`config.mk`:
```
export PLATFORM = sky130hd
export DESIGN_NAME = fpx_except_ctrl
export DESIGN_NICKNAME = d
export VERILOG_FILES = /design/src/rtl/fpx_pkg.sv /design/src/rtl/fpx_flag_bank.sv /design/src/rtl/fpx_trap_capture.sv /design/src/rtl/fpx_reg_if.sv /design/src/rtl/fpx_except_ctrl.sv
export SDC_FILE = /design/constraint.sdc
export NUM_CORES = 1
export LEC_CHECK = 0
export BUFFER_PORTS_ARGS = -buffer_cell sky130_fd_sc_hd__buf_2
export CORE_ASPECT_RATIO = 0.9
export CORE_MARGIN = 5
export CORE_UTILIZATION = 50
export CTS_BUF_LIST = sky130_fd_sc_hd__clkbuf_16
export CTS_CLUSTER_DIAMETER = 120
export DETAILED_ROUTE_END_ITERATION = 10
export PLACE_DENSITY = 0.86
export SLEW_MARGIN = 15
export SYNTH_ARGS = -nofsm -noshare
export SYNTH_HDL_FRONTEND = slang
export SYNTH_SLANG_ARGS = --single-unit
```
`constraint.sdc`:
```
create_clock -name clk -period 4.65 [get_ports clk]
set_clock_uncertainty 0.15 [all_clocks]
set_input_delay 0.2325 -clock clk [delete_from_list [all_inputs] [get_ports clk]]
set_output_delay 0.2325 -clock clk [all_outputs]
set_load 0.05 [all_outputs]
```
`src/rtl/fpx_pkg.sv`:
```
package fpx_pkg;
    localparam int EXC_COUNT = 5;
    localparam int ADDR_W    = 3;

    localparam int BIT_OVF   = 0;
    localparam int BIT_UNF   = 1;
    localparam int BIT_DIVZ  = 2;
    localparam int BIT_INV   = 3;
    localparam int BIT_INX   = 4;

    localparam logic [ADDR_W-1:0] ADR_FLAGS  = 3'd0;
    localparam logic [ADDR_W-1:0] ADR_ENABLE = 3'd1;
    localparam logic [ADDR_W-1:0] ADR_TRAP   = 3'd2;
    localparam logic [ADDR_W-1:0] ADR_OPC    = 3'd3;
    localparam logic [ADDR_W-1:0] ADR_OPA    = 3'd4;
    localparam logic [ADDR_W-1:0] ADR_OPB    = 3'd5;
endpackage

```
`src/rtl/fpx_flag_bank.sv`:
```
module fpx_flag_bank #(
    parameter int N = fpx_pkg::EXC_COUNT
) (
    input  logic         clk,
    input  logic         rst_n,
    input  logic         ev_valid,
    input  logic [N-1:0] ev_bits,
    input  logic         clr_we,
    input  logic [N-1:0] clr_mask,
    input  logic         en_we,
    input  logic [N-1:0] en_wdata,
    output logic [N-1:0] flags,
    output logic [N-1:0] enables
);
    typedef struct packed {
        logic [N-1:0] flags;
        logic [N-1:0] en;
    } bank_t;

    bank_t st_d, st_q;
    logic [N-1:0] set_v, clr_v, nxt_flag;

    // Per-exception flag cell: a new event takes priority over a clear.
    for (genvar i = 0; i < N; i++) begin : g_cell
        assign set_v[i]    = ev_valid & ev_bits[i];
        assign clr_v[i]    = clr_we & clr_mask[i];
        assign nxt_flag[i] = set_v[i] | (st_q.flags[i] & ~clr_v[i]);
    end

    always_comb begin
        st_d       = st_q;
        st_d.flags = nxt_flag;
        if (en_we) begin
            st_d.en = en_wdata;
        end
    end

    always_ff @(posedge clk) begin
        if (!rst_n) begin
            st_q <= '0;
        end else begin
            st_q <= st_d;
        end
    end

    assign flags   = st_q.flags;
    assign enables = st_q.en;

    p_flag_sets_r2: assert property (@(posedge clk) disable iff (!rst_n)
        ev_valid |=> ((st_q.flags & $past(ev_bits)) == $past(ev_bits)));

    p_sticky_r3: assert property (@(posedge clk) disable iff (!rst_n)
        !clr_we |=> ((st_q.flags & $past(st_q.flags)) == $past(st_q.flags)));

    p_clear_only_r3: assert property (@(posedge clk) disable iff (!rst_n)
        (clr_we && !ev_valid) |=> ((st_q.flags & $past(clr_mask)) == '0));

    p_enable_hold_r5: assert property (@(posedge clk) disable iff (!rst_n)
        !en_we |=> $stable(st_q.en));

    p_idle_ignored_r11: assert property (@(posedge clk) disable iff (!rst_n)
        (!ev_valid && !clr_we) |=> $stable(st_q.flags));
endmodule

```
`src/rtl/fpx_trap_capture.sv`:
```
module fpx_trap_capture #(
    parameter int N     = fpx_pkg::EXC_COUNT,
    parameter int OPC_W = 8,
    parameter int OPD_W = 32
) (
    input  logic             clk,
    input  logic             rst_n,
    input  logic             ev_valid,
    input  logic [N-1:0]     ev_bits,
    input  logic [N-1:0]     enables,
    input  logic [OPC_W-1:0] ev_opcode,
    input  logic [OPD_W-1:0] ev_opa,
    input  logic [OPD_W-1:0] ev_opb,
    input  logic             ack_we,
    output logic             trap_req,
    output logic             pending,
    output logic [N-1:0]     cap_cause,
    output logic [OPC_W-1:0] cap_opc,
    output logic [OPD_W-1:0] cap_opa,
    output logic [OPD_W-1:0] cap_opb
);
    typedef struct packed {
        logic             pending;
        logic [N-1:0]     cause;
        logic [OPC_W-1:0] opc;
        logic [OPD_W-1:0] opa;
        logic [OPD_W-1:0] opb;
    } trap_t;

    trap_t st_d, st_q;
    logic  hit;
    logic  take;

    assign hit  = ev_valid && ((ev_bits & enables) != '0);
    assign take = hit && (!st_q.pending || ack_we);

    always_comb begin
        st_d         = st_q;
        st_d.pending = hit | (st_q.pending & ~ack_we);
        if (take) begin
            st_d.cause = ev_bits;
            st_d.opc   = ev_opcode;
            st_d.opa   = ev_opa;
            st_d.opb   = ev_opb;
        end
    end

    always_ff @(posedge clk) begin
        if (!rst_n) begin
            st_q <= '0;
        end else begin
            st_q <= st_d;
        end
    end

    assign trap_req  = st_q.pending | hit;
    assign pending   = st_q.pending;
    assign cap_cause = st_q.cause;
    assign cap_opc   = st_q.opc;
    assign cap_opa   = st_q.opa;
    assign cap_opb   = st_q.opb;

    p_trap_holds_r8: assert property (@(posedge clk) disable iff (!rst_n)
        (st_q.pending && !ack_we) |=> st_q.pending);

    p_capture_frozen_r10: assert property (@(posedge clk) disable iff (!rst_n)
        (st_q.pending && !ack_we) |=> ($stable(st_q.opc) && $stable(st_q.opa)
                                       && $stable(st_q.opb) && $stable(st_q.cause)));

    p_capture_opcode_r9: assert property (@(posedge clk) disable iff (!rst_n)
        (hit && !st_q.pending) |=> (st_q.opc == $past(ev_opcode) && st_q.cause == $past(ev_bits)));

    p_masked_no_change_r6: assert property (@(posedge clk) disable iff (!rst_n)
        (!hit && !st_q.pending) |=> (!st_q.pending && $stable(st_q.opa)));
endmodule

```
`src/rtl/fpx_reg_if.sv`:
```
module fpx_reg_if #(
    parameter int N      = fpx_pkg::EXC_COUNT,
    parameter int OPC_W  = 8,
    parameter int OPD_W  = 32,
    parameter int RW     = 32,
    parameter int ADDR_W = fpx_pkg::ADDR_W
) (
    input  logic              reg_we,
    input  logic [ADDR_W-1:0] reg_addr,
    input  logic [RW-1:0]     reg_wdata,
    input  logic [N-1:0]      flags,
    input  logic [N-1:0]      enables,
    input  logic              pending,
    input  logic [N-1:0]      cap_cause,
    input  logic [OPC_W-1:0]  cap_opc,
    input  logic [OPD_W-1:0]  cap_opa,
    input  logic [OPD_W-1:0]  cap_opb,
    output logic              clr_we,
    output logic [N-1:0]      clr_mask,
    output logic              en_we,
    output logic [N-1:0]      en_wdata,
    output logic              ack_we,
    output logic [RW-1:0]     reg_rdata
);
    import fpx_pkg::*;

    typedef struct packed {
        logic          clr_we;
        logic          en_we;
        logic          ack_we;
        logic [RW-1:0] rdata;
    } port_t;

    port_t pt;
    logic  unused_wbits;

    assign unused_wbits = ^reg_wdata[RW-1:N];

    always_comb begin
        pt        = '0;
        pt.clr_we = reg_we && (reg_addr == ADR_FLAGS);
        pt.en_we  = reg_we && (reg_addr == ADR_ENABLE);
        pt.ack_we = reg_we && (reg_addr == ADR_TRAP);
        unique case (reg_addr)
            ADR_FLAGS:  pt.rdata[N-1:0]     = flags;
            ADR_ENABLE: pt.rdata[N-1:0]     = enables;
            ADR_TRAP: begin
                pt.rdata[0]   = pending;
                pt.rdata[N:1] = cap_cause;
            end
            ADR_OPC:    pt.rdata[OPC_W-1:0] = cap_opc;
            ADR_OPA:    pt.rdata[OPD_W-1:0] = cap_opa;
            ADR_OPB:    pt.rdata[OPD_W-1:0] = cap_opb;
            default:    pt.rdata            = '0;
        endcase
    end

    assign clr_we    = pt.clr_we;
    assign en_we     = pt.en_we;
    assign ack_we    = pt.ack_we;
    assign clr_mask  = reg_wdata[N-1:0];
    assign en_wdata  = reg_wdata[N-1:0];
    assign reg_rdata = pt.rdata;

    always_comb begin
        a_single_write_r3: assert ($countones({pt.clr_we, pt.en_we, pt.ack_we}) <= 1);
    end
endmodule

```
`src/rtl/fpx_except_ctrl.sv`:
```
module fpx_except_ctrl #(
    parameter int OPC_W = 8,
    parameter int OPD_W = 32,
    parameter int RW    = 32
) (
    input  logic                       clk,
    input  logic                       rst_n,
    input  logic                       ev_valid,
    input  logic [fpx_pkg::EXC_COUNT-1:0] ev_bits,
    input  logic [OPC_W-1:0]           ev_opcode,
    input  logic [OPD_W-1:0]           ev_opa,
    input  logic [OPD_W-1:0]           ev_opb,
    input  logic                       reg_we,
    input  logic [fpx_pkg::ADDR_W-1:0] reg_addr,
    input  logic [RW-1:0]              reg_wdata,
    output logic [RW-1:0]              reg_rdata,
    output logic                       trap_req
);
    localparam int N = fpx_pkg::EXC_COUNT;

    logic [N-1:0]     flags, enables, clr_mask, en_wdata, cap_cause;
    logic             clr_we, en_we, ack_we, pending;
    logic [OPC_W-1:0] cap_opc;
    logic [OPD_W-1:0] cap_opa, cap_opb;

    fpx_flag_bank #(.N(N)) u_bank (
        .clk(clk), .rst_n(rst_n),
        .ev_valid(ev_valid), .ev_bits(ev_bits),
        .clr_we(clr_we), .clr_mask(clr_mask),
        .en_we(en_we), .en_wdata(en_wdata),
        .flags(flags), .enables(enables)
    );

    fpx_trap_capture #(.N(N), .OPC_W(OPC_W), .OPD_W(OPD_W)) u_trap (
        .clk(clk), .rst_n(rst_n),
        .ev_valid(ev_valid), .ev_bits(ev_bits), .enables(enables),
        .ev_opcode(ev_opcode), .ev_opa(ev_opa), .ev_opb(ev_opb),
        .ack_we(ack_we), .trap_req(trap_req), .pending(pending),
        .cap_cause(cap_cause), .cap_opc(cap_opc),
        .cap_opa(cap_opa), .cap_opb(cap_opb)
    );

    fpx_reg_if #(.N(N), .OPC_W(OPC_W), .OPD_W(OPD_W), .RW(RW)) u_regs (
        .reg_we(reg_we), .reg_addr(reg_addr), .reg_wdata(reg_wdata),
        .flags(flags), .enables(enables), .pending(pending),
        .cap_cause(cap_cause), .cap_opc(cap_opc),
        .cap_opa(cap_opa), .cap_opb(cap_opb),
        .clr_we(clr_we), .clr_mask(clr_mask),
        .en_we(en_we), .en_wdata(en_wdata),
        .ack_we(ack_we), .reg_rdata(reg_rdata)
    );

    p_trap_same_cycle_r7: assert property (@(posedge clk) disable iff (!rst_n)
        (ev_valid && ((ev_bits & enables) != '0)) |-> trap_req);

    p_no_trap_masked_r6: assert property (@(posedge clk) disable iff (!rst_n)
        (!pending && !(ev_valid && ((ev_bits & enables) != '0))) |-> !trap_req);
endmodule

```
==> results.toml, run 1 <==
[clock_tree]
tritoncts = "yes"
htree_num_levels = 3
insertion_delay_ns = 0.32
cts_buffer_depth = 2
clk_pin_slew_ns = 0.06
post_cts_buffers = 0
cts_buffers = 9
cts-root-buf = "clkbuf_16"
cts.sinks = 88

[place]
numPortBuffers = 121
pre_cts_slack_ns = 1.93
dpl.hpwl_um = 6680
gp_congestion = 0.847
dp_cells = 643

[synthesis]
synthCells = 457
ys_ff_latch = 88
synthDistinctLibCells = 31
netlist_area_um2 = 4090
ys_seq_area_frac = 0.431
yosysWarnings = 0
syn_nets = 573
avgSynthCellArea_um2 = 8.95

[sta]
setup_viol = 0
rsz0062_at_grt = "no"
hold_slack_ns = 0.0110
fin_tns_setup_ns = 0
slew_headroom = 0.228
clock.fmax_mhz = 363
period_needed_ns = 2.76
slew_violations = 0
fin_crit_sh = 0.593
hold_viol = 0
worst_slew_pin_slew_ns = 1.16
setup_ws_ns = 1.89

[global_route]
grt_max_degree = 125
antenna_found_initial = 0
grt_pass1_wl_um = 16100
grt_pass1_vias = 3528
track_usage = 0.197
grt.overflow.total = 0

[drt]
vias = 3678
wl_per_cell_um = 14.7
first_pass_iters = 5
drt-total-wl_um = 10300
ant_nets = 0
drc = 0
via_per_inst = 5.25
drt_iter0_drc = 211

[power]
ir_worst_vdd_v = 0.000260
p_leak_nw = 2.78
power.density_nw_per_um2 = 313

[hold_path]
worstHoldStart = "ev_opb[8]"
worstHoldPathType = "primary input to flop"

[setup_path]
crit_path_end_kind = "primary output"
startpoint_type = "primary input"
cp_cell_sequence = "buf_2, nor2b_1, and2_1, a22o_1, buf_2"
r2r_slack_ns = 2.03
cp.required_ns = 4.27
regToRegStartpoint = "u_bank.enables[2]"
worst_path_max_delay_cell = "and2_1"
cp.arrival_ns = 2.37
crit_fanout = 26
critical_path_class = "primary input to primary output"
critPathMaxStageDelay_ns = 0.84
startpoint = "reg_addr[0]"
cp_common_cell = "buf_2"

[layout]
n_fill_cell = 625
drive_gt1_frac = 0.245
synthToLayoutAreaGrowth_pct = 31.3
fin_util = 0.669
nNetsFinal = 713
final_cells = 701

[die]
fp.dieW_um = 105
core-area_um2 = 8030
die_area_um2 = 10100
die_y_um = 95.8
rows = 31
ios = 149
initial_utilization = 0.510

[outcome]
status = "finished clean"

[flow_run]
drv_cap = 0
==> where the power goes <==
| group | total (mW) | internal, mW | switching (mW) | leakage (nW) |
|---|---|---|---|---|
| logic | 0.194 | 0.0918 | 0.103 | 1.93 |
| registers | 0.782 | 0.772 | 0.00952 | 0.712 |
| clock network | 0.706 | 0.416 | 0.290 | 0.138 |
| total | 1.68 | 1.28 | 0.402 | 2.78 |
==> worst paths after layout <==
check | end | cells after the start
max | reg_rdata[29] | 5
max reg2reg | u_trap.cap_opa[16] | 5
min | u_trap.cap_opb[8] | 3
min reg2reg | u_trap.cap_opb[29] | 2
==> layout by cell type (no fill, tap or decap), drive strengths merged, types with 2 or more instances in the layout <==
cell type / Yosys / routed
a22o: 24 / 24
a22oi: 8 / 8
a31oi: 3 / 3
buf: 15 / 123
clkbuf: 21 / 9
clkinvlp: 0 / 2
dfxtp: 88 / 88
dlygate4sd3: 0 / 42
inv: 2 / 4
mux2: 2 / 2
mux2i: 91 / 91
mux4: 2 / 2
nand2: 160 / 160
nand2b: 4 / 4
nand3: 2 / 2
nor2: 4 / 4
nor2b: 14 / 14
o21ai: 4 / 4
o22ai: 4 / 4
==> metal layers <==
metal  vias to the layer above  wire, um  GRT usage
met4                         0       227     0.0787
met3                        20       485     0.0409
li1                       1822         -          -
met1                      1722      4370      0.230
met2                       114      5240      0.357
met5                         -         0          0
==> synth_stat cells <==
cell / count / share of area
nor2_1: 4 / 0.0037
a21boi_1: 1 / 0.0018
or2_2: 1 / 0.0015
clkbuf_1: 21 / 0.019
o221ai_1: 1 / 0.0021
a22oi_1: 8 / 0.015
nand2b_1: 4 / 0.0061
buf_2: 6 / 0.0073
o21ai_0: 3 / 0.0037
nor4b_2: 1 / 0.0037
a31oi_1: 3 / 0.0046
buf_6: 4 / 0.011
nand2_1: 159 / 0.15
mux2i_1: 91 / 0.22
nand2_2: 1 / 0.0015
inv_1: 2 / 0.0018
buf_4: 4 / 0.0073
a22o_1: 24 / 0.051
buf_1: 1 / 0.00092
nand3b_1: 1 / 0.0018
nor3b_2: 1 / 0.0031
o211ai_1: 1 / 0.0018
a222oi_1: 1 / 0.0024
nand3_1: 2 / 0.0024
mux4_2: 2 / 0.011
nor2b_1: 14 / 0.021
mux2_2: 2 / 0.0055
and2_1: 1 / 0.0015
o22ai_1: 4 / 0.0061
dfxtp_1: 88 / 0.43
o21ai_1: 1 / 0.0012
==> final cells by class <==
| cell class | count | area, um^2 | share of cell area |
|---|---|---|---|
| clock inverter | 6 | 67.6 | 0.0126 |
| tap | 99 | 124 | 0.0231 |
| sequential | 88 | 1760 | 0.328 |
| inverter | 2 | 7.51 | 0.00140 |
| antenna | 1 | 2.50 | 0.000466 |
| clock buffer | 9 | 225 | 0.0419 |
| multi-input combinational | 331 | 2140 | 0.399 |
| timing repair buffer | 165 | 1040 | 0.194 |
==> state kept, by name, summed over array words and instances, names as in the netlist <==
| name | flops |
|---|---|
| u_trap.pending | 1 |
| u_trap.cap_opc | 8 |
| u_bank.flags | 5 |
| u_trap.cap_opb | 32 |
| u_trap.cap_cause | 5 |
| u_bank.enables | 5 |
| u_trap.cap_opa | 32 |
==> worst max-delay path, delay by kind of cell <==
kind / cells / cell delay, ns
and+or+nand+nor: 2 / 1.13
buffers and inverters: 2 / 0.73
AOI/OAI and AO/OA: 1 / 0.26
==> per-stage QoR <==
stage	cell area [um^2]	total power, mW
3_3_place_gp	4660	0.958
5_1_grt	5370	1.75
6_report	5370	1.68
4_1_cts	5370	1.70
2_1_floorplan	4090	0.904
3_5_place_dp	4660	0.963
==> what timing repair did <==
item	4_1_cts	5_1_grt
resized for setup	0	0
hold endpoints to repair	42	0
hold buffers	42	0
==> logic make-up (layout without fill, tap and decap cells) <==
family | after synthesis | in the layout | share of synthesized area
other | 0 | 1 | 0
buffers and inverters | 38 | 182 | 0.0477
AND/OR/NAND/NOR | 189 | 189 | 0.193
AO/OA/AOI/OAI | 47 | 47 | 0.0899
flip-flops | 88 | 88 | 0.431
multiplexers | 95 | 95 | 0.239
Note: power is estimated with default switching activity, not from simulation.
==> run 2: changes to the inputs <==
- CORE_UTILIZATION: 50 -> 45
- PLACE_DENSITY: 0.86 -> 0.82
- clock period: 4.65 -> 2.4 ns (I/O delays scaled with it)
==> results.toml, run 2 (synthesis gave the netlist of run 1 again) <==
[clock_tree]
cts_buffer_depth = 2
cts-root-buf = "clkbuf_16"
tritoncts = "yes"
insertion_delay_ns = 0.33
htree_num_levels = 3
post_cts_buffers = 0
cts_buffers = 9
cts.sinks = 88
clk_pin_slew_ns = 0.06

[global_route]
antenna_found_initial = 0
grt.overflow.total = 0
grt_pass1_wl_um = 19200
grt_max_degree = 54
grt_pass1_vias = 4085
track_usage = 0.210

[setup_path]
startpoint_type = "primary input"
cp.arrival_ns = 2.02
worst_path_max_delay_cell = "dlygate4sd3_1"
path_delay_family = "buffers and inverters"
regToRegStartpoint = "u_bank.enables[2]"
cp_num_buf_inv = 3
startpoint = "ev_bits[2]"
critPathMaxStageDelay_ns = 0.57
cp_cell_sequence = "dlygate4sd3_1, buf_2, a222oi_1, a21boi_1, or2_2, buf_2"
critical_path_class = "primary input to primary output"
crit_fanout = 3
cp.required_ns = 2.13
crit_path_end_kind = "primary output"
cp_common_cell = "buf_2"

[place]
dpl.hpwl_um = 7330
gp_congestion = 0.820
numPortBuffers = 121
pre_cts_slack_ns = 0.474

[drt]
first_pass_iters = 4
drt_iter0_drc = 224
drt-total-wl_um = 11800
ant_nets = 0
drc = 0
wl_per_cell_um = 15.2
vias = 3962
via_per_inst = 5.13

[power]
seqPwrFrac = 0.457
switchingPower_mw = 0.790
power.internal_mw = 2.52
switching_share = 0.239
p_comb_frac = 0.135
p_clk_frac = 0.408
ir_worst_vdd_v = 0.000313
power.density_nw_per_um2 = 561
p_leak_nw = 3.00

[sta]
worst_slew_pin_slew_ns = 0.573
fin_crit_sh = 0.956
setup_viol = 0
slew_violations = 0
setup_ws_ns = 0.105
period_needed_ns = 2.29
clock.fmax_mhz = 436
rsz0062_at_grt = "no"
fin_tns_setup_ns = 0
hold_viol = 0
slew_headroom = 0.617

[layout]
final_cell_mix = "159 x nand2_1, 120 x buf_2, 91 x mux2i_1"
layout_commonest_cell = "nand2_1"
nNetsFinal = 761
synthToLayoutAreaGrowth_pct = 44.5
drive_gt1_frac = 0.237

[die]
die_y_um = 100
rows = 33
core-area_um2 = 9000
ios = 149
die_area_um2 = 11100
fp.dieW_um = 111
initial_utilization = 0.455

[outcome]
status = "finished clean"

[flow_run]
drv_cap = 0

[hold_path]
worstHoldPathType = "primary input to flop"
worstHoldStart = "ev_valid"
[run 2: routing by layer]
layer	vias up	track usage	share of wire
li1	1928	-	-
met1	1851	0.239	0.41
met2	141	0.373	0.51
met3	42	0.0444	0.048
met4	0	0.116	0.035
met5	-	0	0
[run 2: timing repair]
item                      in CTS  in global routing
gates resized for setup        0                  0
hold buffers                  82                  0
hold endpoints to repair      87                  0
[run 2: final timing paths]
check,to,slack (ns),depth (start not counted)
setup / recovery,trap_req,0.11,6
hold / removal,u_bank.flags[0],0.04,3
setup reg to reg,u_trap.cap_opa[25],0.32,5
hold reg to reg,u_trap.cap_opc[5],0.31,2
[run 2: metrics by stage]
step / std cells / hold WS, ns / util / power [mW] / cell area, um^2
finish: 773 / 0.0375 / 0.657 / 3.31 / 5910
global placement: 674 / 0.214 / 0.533 / 1.87 / 4800
global route: 771 / 0.0599 / 0.656 / 3.44 / 5910
floorplan: 457 / 0.109 / - / 1.75 / 4090
detailed placement: 674 / 0.218 / 0.533 / 1.88 / 4800
CTS: 771 / 0.0128 / 0.656 / 3.34 / 5910
[run 2: area by class of cell]
type	instances	area, um^2
Inverter	2	7.51
Clock inverter	6	62.6
Clock buffer	9	225
Tap cell	122	153
Timing Repair Buffer	213	1550
Fill cell	714	3090
Sequential cell	88	1760
Antenna cell	2	5.00
Multi-Input combinational cell	331	2140
[run 2: power by group through the flow]
stage	clock network, mW	logic, mW	registers (mW)
2_1_floorplan	0	0.209	1.54
3_3_place_gp	0	0.325	1.55
3_5_place_dp	0	0.335	1.55
4_1_cts	1.38	0.440	1.52
5_1_grt	1.44	0.483	1.52
6_report	1.35	0.447	1.52
[run 2: worst reg2reg max path: cells and delay by family, from the launching register on]
family / cells / cell delay [ns]
DFF: 1 / 0.33
AOI/OAI and AO/OA: 2 / 0.66
buffers and inverters: 1 / 0.27
muxes: 1 / 0.26
and+or+nand+nor: 1 / 0.33
==> run 3: changes to the inputs <==
- CORE_MARGIN: 5 -> 4
- CTS_BUF_LIST: sky130_fd_sc_hd__clkbuf_16 -> sky130_fd_sc_hd__clkbuf_8 sky130_fd_sc_hd__clkbuf_16
==> results.toml, run 3 (synthesis gave the netlist of run 1 again) <==
[outcome]
status = "finished clean"

[power]
switchingPower_mw = 0.783
power.density_nw_per_um2 = 517
p_leak_nw = 2.95
ir_worst_vdd_v = 0.000317
total_power_mw = 2.99
power.internal_mw = 2.21
p_clk_frac = 0.345
switching_share = 0.262
seqPwrFrac = 0.506
p_comb_frac = 0.149

[sta]
hold_slack_ns = 0.184
worst_slew_pin_slew_ns = 0.686
fin_tns_setup_ns = 0
hold_viol = 0
slew_violations = 0
slew_headroom = 0.543
clock.fmax_mhz = 439
period_needed_ns = 2.28
fin_crit_sh = 0.949
rsz0062_at_grt = "no"
setup_viol = 0

[clock_tree]
ctsResizeCount = 0
tritoncts = "yes"
cts.sinks = 88
clk_pin_slew_ns = 0.09
post_cts_buffers = 0
insertion_delay_ns = 0.34
cts-root-buf = "clkbuf_8"
htree_num_levels = 3
cts_buffer_depth = 2
cts_buffers = 9

[die]
rows = 32
die_y_um = 98.5
die_area_um2 = 10700
initial_utilization = 0.469
ios = 149
fp.dieW_um = 109
core-area_um2 = 8730

[layout]
layout_commonest_cell = "nand2_1"
nNetsFinal = 759
regArea_um2 = 1760
synthToLayoutAreaGrowth_pct = 41.4
final_cell_mix = "159 x nand2_1, 120 x buf_2, 91 x mux2i_1"
n_fill_cell = 666
drive_gt1_frac = 0.235
multiInputGateArea_um2 = 2140

[setup_path]
cp.required_ns = 2.13
crit_path_end_kind = "primary output"
cp_common_cell = "buf_2"
worst_path_max_delay_cell = "dlygate4sd3_1"
crit_fanout = 3
cp.arrival_ns = 2.01
critical_path_class = "primary input to primary output"
critPathMaxStageDelay_ns = 0.54
startpoint_type = "primary input"
cp_cell_sequence = "dlygate4sd3_1, buf_2, a222oi_1, a21boi_1, or2_2, buf_2"

[drt]
wl_met1_um = 4710
dr_wl_met2_um = 6270
dr_wl_met3_um = 567
drc = 0
first_pass_iters = 7
via_per_inst = 5.03
highest_layer = "met4"
drt-total-wl_um = 11900
ant_nets = 0
drt_iter0_drc = 205
wl_per_cell_um = 15.5
vias = 3860

[place]
dpl.hpwl_um = 7120
gp_congestion = 0.838
numPortBuffers = 121

[global_route]
grt.overflow.total = 0
grt_pass1_vias = 4055
antenna_found_initial = 1
track_usage = 0.224
grt_max_degree = 69
grt_pass1_wl_um = 19100

[hold_path]
worstHoldPathType = "primary input to flop"

[flow_run]
drv_cap = 0
-- run 3: cell types whose count changed in the layout (fill, tap and decap cells not counted), sizes merged --
| cell | before | now |
|---|---|---|
| diode | 2 | 1 |
| clkinv | 2 | 1 |
| buf | 131 | 128 |
| inv | 3 | 5 |
| dlygate4sd3 | 82 | 83 |
-- run 3: path summary, 6_finish.rpt --
kind / startpoint / endpoint / slack (ns) / cells past startpoint
max: ev_bits[2] / trap_req / 0.12 / 6
min: reg_we / u_bank.flags[3] / 0.18 / 5
max reg2reg: u_bank.enables[2] / u_trap.cap_opc[0] / 0.37 / 5
min reg2reg: u_trap.cap_opa[9] / u_trap.cap_opa[9] / 0.31 / 2
-- run 3: timing repair --
item / 4_1_cts / 5_1_grt
setup endpoints to repair: 0 / 0
hold buffers: 83 / 0
endpoints found under the hold margin: 87 / 0
-- run 3: power groups by stage --
stage	logic, mW	clock network [mW]	registers, mW
4_1_cts	0.434	1.06	1.51
3_5_place_dp	0.330	0	1.55
6_report	0.444	1.03	1.51
2_1_floorplan	0.209	0	1.54
5_1_grt	0.480	1.12	1.52
3_3_place_gp	0.322	0	1.55
-- run 3: cell type report --
| type | instances | area share |
|---|---|---|
| diodes | 1 | 0.000432 |
| clock buffers | 9 | 0.0214 |
| clock inverters | 7 | 0.0123 |
| inverters | 2 | 0.00130 |
| multi-input cells | 331 | 0.370 |
| flip-flops and latches | 88 | 0.304 |
| well taps | 119 | 0.0257 |
| repair buffers | 211 | 0.264 |
-- run 3: worst max-delay path: cells and delay by family --
kind	cells	cell delay, ns
AND/OR/NAND/NOR	1	0.32
AO/OA/AOI/OAI	2	0.67
buffers and inverters	3	0.89
-- run 3: metal layers --
layer / global-route usage / up-vias
li1: - / 1919
met1: 0.252 / 1788
met2: 0.408 / 123
met3: 0.0452 / 30
met4: 0.0942 / 0
met5: 0 / -
-- run 3: through the flow --
stage / std cells / cell area, um^2 / setup WS [ns] / utilization
floorplan: 457 / 4090 / 0.235 / -
detailed placement: 668 / 4760 / 0.484 / 0.545
global placement: 668 / 4760 / 0.543 / 0.545
global route: 768 / 5790 / 0.132 / 0.663
CTS: 767 / 5780 / 0.205 / 0.663
finish: 768 / 5790 / 0.123 / 0.663
